===== src/rtl/cbc_pkg.sv =====
package cbc_pkg;

    localparam int REG_W        = 8;
    localparam int NUM_REGS     = 6;
    localparam int NUM_OUT      = 6;
    localparam int REQ_A_IDX    = 1;
    localparam int REQ_B_IDX    = 4;
    localparam int BCNT_IDX     = 5;
    localparam logic [7:0] BCNT_RESET  = 8'h06;
    localparam logic [7:0] DEVICE_CODE = 8'h06;
    localparam logic [3:0] VENDOR_CODE = 4'h1;

    typedef enum logic [2:0] {
        ST_IDLE,
        ST_RX,
        ST_RX_ACK,
        ST_TX,
        ST_TX_ACK
    } smb_state_e;

    typedef enum logic [1:0] {
        RL_ADDR,
        RL_CMD,
        RL_CNT,
        RL_DATA
    } rx_role_e;

    typedef struct packed {
        logic scl;
        logic sda;
        logic scl_rise;
        logic scl_fall;
        logic start;
        logic stop;
    } bus_ev_t;

    typedef struct packed {
        logic       en;
        logic [7:0] addr;
        logic [7:0] data;
    } reg_wr_t;

    typedef struct packed {
        logic sw_ctl;
        logic bw_hi;
        logic pll_en;
    } pll_ctl_t;

    function automatic logic reg_is_rw(input int idx);
        return (idx == 0) || (idx == 1) || (idx == 2) || (idx == BCNT_IDX);
    endfunction

    function automatic logic [7:0] reg_reset(input int idx);
        case (idx)
            0:        return 8'h03;
            1:        return 8'h2D;
            BCNT_IDX: return BCNT_RESET;
            default:  return 8'h00;
        endcase
    endfunction

    function automatic logic out_is_pin(input int idx);
        return (idx == REQ_A_IDX) || (idx == REQ_B_IDX);
    endfunction

endpackage


===== src/rtl/cbc_sync.sv =====
module cbc_sync
    import cbc_pkg::*;
#(
    parameter int STAGES = 2
) (
    input  logic    clk,
    input  logic    rst,
    input  logic    scl_in,
    input  logic    sda_in,
    output bus_ev_t ev
);

    logic [1:0] raw;
    logic [1:0] sync_q;
    logic [1:0] prev_q;

    assign raw = {sda_in, scl_in};

    for (genvar g = 0; g < 2; g++) begin : g_line
        logic [STAGES-1:0] chain;
        always_ff @(posedge clk) begin
            if (rst) chain <= '1;
            else     chain <= {chain[STAGES-2:0], raw[g]};
        end
        assign sync_q[g] = chain[STAGES-1];
    end

    always_ff @(posedge clk) begin
        if (rst) prev_q <= '1;
        else     prev_q <= sync_q;
    end

    always_comb begin
        ev.scl      = sync_q[0];
        ev.sda      = sync_q[1];
        ev.scl_rise = sync_q[0] & ~prev_q[0];
        ev.scl_fall = ~sync_q[0] & prev_q[0];
        ev.start    = sync_q[0] & prev_q[0] & prev_q[1] & ~sync_q[1];
        ev.stop     = sync_q[0] & prev_q[0] & ~prev_q[1] & sync_q[1];
    end

endmodule


===== src/rtl/cbc_smb_slave.sv =====
module cbc_smb_slave
    import cbc_pkg::*;
#(
    parameter logic [6:0] DEV_ADDR7 = 7'h6E
) (
    input  logic       clk,
    input  logic       rst,
    input  bus_ev_t    ev,
    input  logic [7:0] rd_data,
    input  logic [7:0] byte_count,
    output logic [7:0] rd_addr,
    output reg_wr_t    wr,
    output logic       sda_oe
);

    smb_state_e st;
    rx_role_e   role;
    logic [3:0] bitcnt;
    logic [7:0] shreg;
    logic [7:0] txsh;
    logic [7:0] ptr;
    logic [7:0] wr_left;
    logic       rnw;

    assign rd_addr = ptr;

    always_ff @(posedge clk) begin
        if (rst) begin
            st      <= ST_IDLE;
            role    <= RL_ADDR;
            bitcnt  <= '0;
            shreg   <= '0;
            txsh    <= '0;
            ptr     <= '0;
            wr_left <= '0;
            rnw     <= 1'b0;
            sda_oe  <= 1'b0;
            wr      <= '0;
        end else begin
            wr.en <= 1'b0;
            if (ev.start) begin
                st     <= ST_RX;
                role   <= RL_ADDR;
                bitcnt <= '0;
                sda_oe <= 1'b0;
            end else if (ev.stop) begin
                st     <= ST_IDLE;
                sda_oe <= 1'b0;
            end else begin
                case (st)
                    ST_RX: begin
                        if (ev.scl_rise && bitcnt != 4'd8) begin
                            shreg  <= {shreg[6:0], ev.sda};
                            bitcnt <= bitcnt + 4'd1;
                        end else if (ev.scl_fall && bitcnt == 4'd8) begin
                            if (role == RL_ADDR && shreg[7:1] != DEV_ADDR7) begin
                                st <= ST_IDLE;
                            end else begin
                                st     <= ST_RX_ACK;
                                sda_oe <= 1'b1;
                                case (role)
                                    RL_ADDR: begin
                                        rnw <= shreg[0];
                                        if (shreg[0]) txsh <= byte_count;
                                        else          role <= RL_CMD;
                                    end
                                    RL_CMD: begin
                                        ptr  <= shreg;
                                        role <= RL_CNT;
                                    end
                                    RL_CNT: begin
                                        wr_left <= shreg;
                                        role    <= RL_DATA;
                                    end
                                    default: begin
                                        if (wr_left != 8'd0) begin
                                            wr.en   <= 1'b1;
                                            wr.addr <= ptr;
                                            wr.data <= shreg;
                                            ptr     <= ptr + 8'd1;
                                            wr_left <= wr_left - 8'd1;
                                        end
                                    end
                                endcase
                            end
                        end
                    end
                    ST_RX_ACK: begin
                        if (ev.scl_fall) begin
                            bitcnt <= '0;
                            if (rnw) begin
                                st     <= ST_TX;
                                sda_oe <= ~txsh[7];
                            end else begin
                                st     <= ST_RX;
                                sda_oe <= 1'b0;
                            end
                        end
                    end
                    ST_TX: begin
                        if (ev.scl_rise) begin
                            bitcnt <= bitcnt + 4'd1;
                        end else if (ev.scl_fall) begin
                            if (bitcnt == 4'd8) begin
                                st     <= ST_TX_ACK;
                                sda_oe <= 1'b0;
                            end else begin
                                txsh   <= {txsh[6:0], 1'b0};
                                sda_oe <= ~txsh[6];
                            end
                        end
                    end
                    ST_TX_ACK: begin
                        if (ev.scl_rise) begin
                            if (ev.sda) begin
                                st <= ST_IDLE;
                            end else begin
                                txsh <= rd_data;
                                ptr  <= ptr + 8'd1;
                            end
                        end else if (ev.scl_fall) begin
                            st     <= ST_TX;
                            bitcnt <= '0;
                            sda_oe <= ~txsh[7];
                        end
                    end
                    default: ;
                endcase
            end
        end
    end

    // the slave starts pulling SDA only during the low phase of SCL
    a_r11_drive_scl_low: assert property (@(posedge clk) disable iff (rst)
        $rose(sda_oe) |-> !ev.scl);

    // a STOP always leaves the line released
    a_r11_stop_release: assert property (@(posedge clk) disable iff (rst)
        ev.stop |=> !sda_oe);

endmodule


===== src/rtl/cbc_regs.sv =====
module cbc_regs
    import cbc_pkg::*;
#(
    parameter logic [3:0] REV_ID = 4'h0
) (
    input  logic               clk,
    input  logic               rst,
    input  reg_wr_t            wr,
    input  logic [7:0]         rd_addr,
    output logic [7:0]         rd_data,
    output logic [7:0]         byte_count,
    output pll_ctl_t           pll_ctl,
    output logic [NUM_OUT-1:0] oe_reg
);

    localparam int IW = $clog2(NUM_REGS);

    logic [7:0] rf [NUM_REGS];

    for (genvar i = 0; i < NUM_REGS; i++) begin : g_reg
        if (reg_is_rw(i)) begin : g_rw
            logic [7:0] q;
            always_ff @(posedge clk) begin
                if (rst)
                    q <= reg_reset(i);
                else if (wr.en && wr.addr == 8'(i))
                    q <= wr.data;
            end
            assign rf[i] = q;
        end else if (i == 3) begin : g_id
            assign rf[i] = {REV_ID, VENDOR_CODE};
        end else begin : g_dev
            assign rf[i] = DEVICE_CODE;
        end
    end

    assign rd_data    = (rd_addr < 8'(NUM_REGS)) ? rf[rd_addr[IW-1:0]] : 8'h00;
    assign byte_count = rf[BCNT_IDX];
    assign oe_reg     = rf[1][NUM_OUT-1:0];

    always_comb begin
        pll_ctl.sw_ctl = rf[0][7];
        pll_ctl.bw_hi  = rf[0][1];
        pll_ctl.pll_en = rf[0][0];
    end

    // an enable write lands on the register-controlled enable bits
    a_r4_enable_write: assert property (@(posedge clk) disable iff (rst)
        (wr.en && wr.addr == 8'd1) |=> ((oe_reg & 6'h2D) == ($past(wr.data[5:0]) & 6'h2D)));

    // a count write takes effect on the next cycle
    a_r10_count_write: assert property (@(posedge clk) disable iff (rst)
        (wr.en && wr.addr == 8'(BCNT_IDX)) |=> (byte_count == $past(wr.data)));

endmodule


===== src/rtl/cbc_outmux.sv =====
module cbc_outmux
    import cbc_pkg::*;
(
    input  pll_ctl_t           pll_ctl,
    input  logic [NUM_OUT-1:0] oe_reg,
    input  logic               req1_n,
    input  logic               req4_n,
    input  logic               bw_pin,
    output logic [NUM_OUT-1:0] out_en,
    output logic               bw_sel,
    output logic               pll_on
);

    logic [NUM_OUT-1:0] pin_req_n;

    always_comb begin
        pin_req_n            = '1;
        pin_req_n[REQ_A_IDX] = req1_n;
        pin_req_n[REQ_B_IDX] = req4_n;
    end

    for (genvar i = 0; i < NUM_OUT; i++) begin : g_out
        if (out_is_pin(i)) begin : g_pin
            assign out_en[i] = ~pin_req_n[i];
        end else begin : g_reg
            assign out_en[i] = oe_reg[i] & pin_req_n[i];
        end
    end

    assign bw_sel = pll_ctl.sw_ctl ? pll_ctl.bw_hi  : bw_pin;
    assign pll_on = pll_ctl.sw_ctl ? pll_ctl.pll_en : 1'b1;

endmodule


===== src/rtl/smb_clkbuf_ctrl.sv =====
module smb_clkbuf_ctrl
    import cbc_pkg::*;
#(
    parameter logic [6:0] DEV_ADDR7   = 7'h6E,
    parameter logic [3:0] REV_ID      = 4'h0,
    parameter int         SYNC_STAGES = 2
) (
    input  logic       clk,
    input  logic       rst,
    input  logic       scl_in,
    input  logic       sda_in,
    output logic       sda_oe,
    input  logic       req1_n,
    input  logic       req4_n,
    input  logic       bw_pin,
    output logic [5:0] out_en,
    output logic       bw_sel,
    output logic       pll_on
);

    bus_ev_t            ev;
    reg_wr_t            wr;
    logic [7:0]         rd_addr;
    logic [7:0]         rd_data;
    logic [7:0]         byte_count;
    pll_ctl_t           pll_ctl;
    logic [NUM_OUT-1:0] oe_reg;

    cbc_sync #(.STAGES(SYNC_STAGES)) u_sync (
        .clk    (clk),
        .rst    (rst),
        .scl_in (scl_in),
        .sda_in (sda_in),
        .ev     (ev)
    );

    cbc_smb_slave #(.DEV_ADDR7(DEV_ADDR7)) u_slave (
        .clk        (clk),
        .rst        (rst),
        .ev         (ev),
        .rd_data    (rd_data),
        .byte_count (byte_count),
        .rd_addr    (rd_addr),
        .wr         (wr),
        .sda_oe     (sda_oe)
    );

    cbc_regs #(.REV_ID(REV_ID)) u_regs (
        .clk        (clk),
        .rst        (rst),
        .wr         (wr),
        .rd_addr    (rd_addr),
        .rd_data    (rd_data),
        .byte_count (byte_count),
        .pll_ctl    (pll_ctl),
        .oe_reg     (oe_reg)
    );

    cbc_outmux u_outmux (
        .pll_ctl (pll_ctl),
        .oe_reg  (oe_reg),
        .req1_n  (req1_n),
        .req4_n  (req4_n),
        .bw_pin  (bw_pin),
        .out_en  (out_en),
        .bw_sel  (bw_sel),
        .pll_on  (pll_on)
    );

endmodule


===== config.mk =====
export PLATFORM = sky130hd
export DESIGN_NAME = smb_clkbuf_ctrl
export DESIGN_NICKNAME = d
export VERILOG_FILES = /design/src/rtl/cbc_pkg.sv /design/src/rtl/cbc_sync.sv /design/src/rtl/cbc_smb_slave.sv /design/src/rtl/cbc_regs.sv /design/src/rtl/cbc_outmux.sv /design/src/rtl/smb_clkbuf_ctrl.sv
export SDC_FILE = /design/constraint.sdc
export NUM_CORES = 1
export LEC_CHECK = 0
export BUFFER_PORTS_ARGS = -buffer_cell sky130_fd_sc_hd__buf_4
export CAP_MARGIN = 10
export CORE_MARGIN = 8
export CORE_UTILIZATION = 35
export CTS_CLUSTER_SIZE = 10
export DETAILED_ROUTE_END_ITERATION = 8
export HOLD_SLACK_MARGIN = 0.1
export PLACE_DENSITY_LB_ADDON = 0.08
export SYNTH_ARGS = -nofsm -noshare
export SYNTH_HDL_FRONTEND = slang
export SYNTH_SLANG_ARGS = --single-unit

===== constraint.sdc =====
create_clock -name clk -period 4.99 [get_ports clk]
set_input_delay 0.7485 -clock clk [delete_from_list [all_inputs] [get_ports clk]]
set_output_delay 0.7485 -clock clk [all_outputs]
set_load 0.02 [all_outputs]

# After elaboration in Yosys (flattened, before gate mapping)
# Index checks and enable logic that the tools add are counted.
[op_classes]
add_sub_neg = 3
magnitude_cmp = 2
n_eq_ne = 41
muxes = 60
bitwise_logic = 24
reduce_logical = 33
[op_table]
columns = ["cell", "n"]
rows = [
  ["8-bit two-way mux", 20],
  ["8-bit case mux with 2 select lines", 3],
  ["3-bit two-way mux", 9],
  ["9-bit AND reduction", 3],
  ["8-bit binary-select mux with 3-bit select", 1],
  ["8-bit case mux with 3 select lines", 1],
  ["2-bit by 1-bit != test with 1-bit output, second input constant", 10],
  ["17-bit two-way mux", 1],
  ["4-bit two-way mux", 4],
  ["2-bit != test, second input constant", 8],
  ["4-bit by 3-bit != test with 1-bit output, second input constant", 4],
  ["1-bit NOT", 16],
  ["4-bit case mux with 4 select lines", 1],
  ["8-bit AND reduction", 2],
  ["1-bit two-way mux", 14],
  ["7-bit AND reduction", 2],
  ["13-bit AND reduction", 1],
  ["4-bit != test, second input constant", 3],
  ["3-bit case mux with 4 select lines", 1],
  ["10-bit AND reduction", 1],
  ["10-bit OR reduction", 1],
  ["8-bit by 1-bit adder with 8-bit output, second input constant", 1],
  ["8-bit by 1-bit == test with 1-bit output, second input constant", 1],
  ["8-bit by 2-bit == test with 1-bit output, second input constant", 1],
  ["33 further kinds", 54],
]
[word_totals]
regBits = 98
input_bits = 7
out_inout_bits = 9
wordCells = 183

# Depth between registers and ports, before layout
[logic_depth]
ltp_word = 8
ltp_mapped = 9
ltp_nobuf = 7

# Modules after synthesis
# Synthesis repeated with hierarchy kept, for this count alone.
[unflattened]
hier_cells = 625
hier_area_um2 = 5515.3
[by_module_without_submodules]
columns = ["mod", "n_inst", "cells_each", "area_per_inst_um2", "seq_area_each_um2"]
rows = [
  ["cbc_smb_slave", 1, 407, 3489.6, 1201.2],
  ["cbc_regs", 1, 192, 1761.7, 640.6],
  ["cbc_sync", 1, 18, 205.2, 120.1],
  ["cbc_outmux", 1, 8, 58.8, 0.0],
]

# Worst setup path after synthesis
# Ideal clock, no wire load.
[synth_path]
kind = "reg-to-reg"
from = "reg u_slave.bitcnt[0]"
to = "reg u_slave.wr_left[3]"
setup_ns = 0.132
arrival_ns = 2.160
required_ns = 4.858
setup_slack_ns = 2.698
stages_incl_launch_ff = 10
n_path_buf = 2
period_less_slack_ns = 2.292
cell_sequence = "dfxtp_1 -> inv_1 -> ha_1 -> nand3b_4 -> or4_4 -> buf_6 -> or4_4 -> buf_6 -> o21ai_1 -> a21oi_1"
[synth_via]
elab_chain_cells = 4
elab_cells_between_ends = 6
cone_classes = "eq/ne: 2; bitwise: 1; reduce/logical: 3"
[synth_lines]
columns = ["item", "line", "source"]
rows = [
  ["from (decl)", "cbc_smb_slave.sv:18", "logic [3:0] bitcnt;"],
  ["from (signal assigned)", "cbc_smb_slave.sv:54", "bitcnt <= bitcnt + 4'd1;"],
  ["from (signal assigned)", "cbc_smb_slave.sv:102", "bitcnt <= bitcnt + 4'd1;"],
  ["4-bit != test", "cbc_smb_slave.sv:52", "if (ev.scl_rise && bitcnt != 4'd8) begin"],
  ["1-bit logical AND", "cbc_smb_slave.sv:52", ""],
  ["1-bit NOT (no source line)", "-", ""],
  ["8-bit AND reduction (no source line) (*)", "-", ""],
  ["to (signal assigned)", "cbc_smb_slave.sv:72", "wr_left <= shreg;"],
  ["to (signal assigned)", "cbc_smb_slave.sv:81", "wr_left <= wr_left - 8'd1;"],
  ["to (decl)", "cbc_smb_slave.sv:22", "logic [7:0] wr_left;"],
]
# Mark *: on every way between the ends. The rest lies on a longest branch, timed or not.
# A chain may end at the register's enable or synchronous reset.

# Worst setup path after layout
[layout_path]
from = "reg u_slave.st[0]"
to = "reg u_slave.wr[1] (netlist name)"
[layout_via]
elab_chain_cells = 2
[layout_lines]
columns = ["item", "line", "source"]
rows = [
  ["from (decl)", "cbc_smb_slave.sv:16", "smb_state_e st;"],
  ["from (signal assigned)", "cbc_smb_slave.sv:29", "st <= ST_IDLE;"],
  ["from (signal assigned)", "cbc_smb_slave.sv:42", "st <= ST_RX;"],
  ["from (signal assigned)", "cbc_smb_slave.sv:47", "st <= ST_IDLE;"],
  ["3-bit by 1-bit == test with 1-bit output", "cbc_smb_slave.sv:50", "case (st)"],
  ["8-bit AND reduction (no source line)", "-", ""],
]
# Every way passes these cells.

==> run summary <==
CP required -> 5.26 ns
highest clock rate -> 0.369 GHz
post-route minimum period -> 2.71 ns
CTS HTree Levels -> 3
Synthesized Nets -> 626
Buffers on Ports -> 15
Leak -> 1.98 nW
final hold violation count -> 0
vias post-DR -> 4396
Via-to-Cell Ratio -> 5.59
Resize count post-CTS -> 0
WHS Path Cells -> 1
Reg-to-Reg Start -> u_slave.st[0]
grt met3 use -> 0.0336
Critical Path Fanout Max -> 20
routed len/inst -> 18.1 um
initial core utilization -> 0.353
largest net degree at the start of global routing -> 83
global placement routability congestion -> 0.839
Endpoint, Worst Hold -> u_sync.g_line[0].chain[1]
period utilisation layout -> 0.543
RSZ-0062 raised after global routing -> false
Avg Cell Area, Syn -> 8.32 um^2
HP Start -> u_sync.g_line[0].chain[0]
Core Util, Final -> 0.388
Worst Skew -> 0.0118 ns
Clock transition at path regs -> 0.07 ns
reg-to-reg critical path endpoint -> u_slave.wr[1]
Least-Margin Pin Slew -> 0.932 ns
Syn. warnings -> 0
fraction of layout cells with a size suffix above 1 -> 0.0914
Mapped Cells -> 609
Overflow after GRT -> 0
antenna diode count -> 0
Inserted Clock Buffers -> 9
Critical Path Slowest Stage Cell -> nor4b_4
crit-path leading delay family -> simple AND/OR/NAND/NOR gates
Critical Path AT -> 2.98 ns
Placeable Area -> 14400 um^2
Final #Nets -> 615
Routed Wire Length -> 14.2 mm
Setup Buffers After CTS -> 0
DRC -> 0
die width -> 136 um
Post-synth top flop -> dfxtp_1
Slew Viols, Final -> 0
clk sinks -> 98
kind of critical path -> reg -> reg
Die H -> 136 um
FF-to-FF setup slack -> 2.28 ns
Max Cap Violations -> 0
setup TNS -> 0 ns
dpl cells -> 771
first-pass GRT wire length -> 23.4 mm
CP cell instances -> nand2b_1 -> or4_4 -> nor4b_4 -> nand2_1 -> a21oi_1
Clock Tree Buf Depth -> 2
met1 usage -> 0.205
Worst setup SP type -> flop
Layout area overhead -> 9.87%
hold buffer count at CTS -> 0
status -> finished, final reports clean
post-synthesis sequential area ratio -> 0.387
Clk Latency, worst-skew pair -> 0.35 ns
initial antenna violation count -> 0
GRT Overall Usage -> 0.159
I/O pin count -> 16
Detail Placement HPWL -> 9.87 mm
worst hold path type -> reg -> reg
Clock Root Buffer -> clkbuf_16
Rows -> 44
grt peak-use layer -> met2
WP buf/inv -> 0
CP max stage delay -> 0.83 ns
Finished Layout Cells -> 786
number of synthesized flops with an enable pin -> 0
Post-DRT Antenna Nets -> 0
count of final setup violators -> 0
#FFs+latches synth -> 98
drt initial violations -> 314
Power Density -> 297 nW/um^2
CTS tree -> done
final hold slack -> 0.412 ns
synthesized area -> 5070 um^2
asr flop ratio synth -> 0
Worst slew margin -> 0.378
total chip power -> 0.00165 W
TritonRoute pass-1 iters -> 4
die area -> 18600 um^2
Reg2Reg Depth -> 5
peak supply drop -> 0.201 mV
grt met2 use -> 0.253
count of cell types in the netlist -> 69
nature of the critical path endpoint -> flop
vias in the first global route -> 4260
[where the power goes]
group | leakage (nW) | total, W | internal (W) | switching (W)
Clock | 0.156 | 0.000754 | 0.000439 | 0.000315
Sequential | 0.791 | 0.000804 | 0.000788 | 0.0000161
Combinational | 1.04 | 0.0000957 | 0.0000330 | 0.0000626
Total | 1.98 | 0.00165 | 0.00126 | 0.000394
[per-layer routing]
layer / share of wire / vias up / wire [um]
met5: 0 / - / 0
met4: 0.029 / 0 / 410
met3: 0.044 / 23 / 621
met2: 0.47 / 99 / 6700
met1: 0.46 / 2091 / 6480
li1: - / 2183 / -
[worst max path at each step]
stage / from / to / slack, ns / cells after the start
after floorplan: u_slave.bitcnt[0] / u_slave.wr_left[3] / 2.70 / 9
after global routing: u_slave.st[0] / u_slave.wr[0] / 2.00 / 5
after CTS: u_slave.st[0] / u_slave.wr[1] / 2.29 / 5
after detailed placement: rst / u_slave.role[0] / 2.24 / 4
after global placement: rst / u_slave.role[1] / 2.29 / 4
final: u_slave.st[0] / u_slave.wr[1] / 2.28 / 5
[worst register-to-register path, cell delays in order (launching register included)]
cell and delay (ns):
dfxtp_1 0.74, nand2b_1 0.15, or4_4 0.59, nor4b_4 0.83, nand2_1 0.15, a21oi_1 0.17
[synthesized netlist by cell type, drive strengths merged (3+ instances only)]
library cell,number,share of area
dfxtp,98,0.39
nand2,82,0.061
nor2,61,0.045
a21oi,59,0.058
mux2i,38,0.075
clkbuf,30,0.022
o21ai,28,0.028
nor3,19,0.019
inv,15,0.011
nand3,12,0.012
nor4,12,0.018
a211oi,10,0.015
ha,10,0.025
nand2b,10,0.012
buf,9,0.014
a22o,8,0.014
nor4b,7,0.015
o22ai,7,0.0086
or2,6,0.0074
nor2b,5,0.0062
o211ai,5,0.0074
o21a,5,0.0074
or4,5,0.0089
a31oi,4,0.0049
mux2,4,0.0089
nand3b,4,0.0084
a2111oi,3,0.0089
a32oi,3,0.0052
and3,3,0.0037
nand4b,3,0.0052
o311ai,3,0.0052
o31a,3,0.0052
o31ai,3,0.0044
o32ai,3,0.0052
[state kept, by name, indices dropped and copies added, names as in the netlist, 4 cells and up]
signal,flops
u_regs.byte_count,8
u_regs.g.g_rw.q,24
u_slave.bitcnt,4
u_slave.rd_addr,8
u_slave.shreg,8
u_slave.txsh,8
u_slave.wr,17
u_slave.wr_left,8
u_sync.g_line.chain,4
[per-stage QoR]
step	setup slack [ns]	area (um^2)
after global routing	2.00	5570
after floorplan	2.70	5070
after global placement	2.29	5260
after CTS	2.29	5570
after detailed placement	2.24	5260
final	2.28	5570
[area by class of cell]
type | count | area [um^2]
clock inverters | 6 | 87.6
inverters | 16 | 60.1
multi-input cells | 456 | 2880
fillers | 1458 | 8800
repair buffers | 17 | 128
well taps | 184 | 230
flip-flops and latches | 98 | 1960
clock buffers | 9 | 225
[cells by family (layout without fill, tap and decap cells)]
kind of cell | count (synthesis) | in the layout | synth area share
fa+ha+maj | 10 | 10 | 0.0247
xor+xnor | 1 | 1 | 0.00173
flops | 98 | 98 | 0.387
compound gates | 160 | 160 | 0.210
buf+inv | 55 | 48 | 0.0479
mux | 42 | 42 | 0.0839
simple gates | 243 | 243 | 0.245
[layout by cell type (no fill, tap or decap), types with 8 or more instances in the layout]
master	instances
nor4_1	11
nor3_1	19
mux2i_1	38
nor2_1	61
nand2_1	81
a22o_1	8
nand3_1	12
ha_1	10
dfxtp_1	98
a211oi_1	10
nand2b_1	10
o21ai_0	21
inv_1	15
a21oi_1	59
buf_4	17
clkbuf_16	9
No activity file was read; power rests on OpenSTA's default activity.
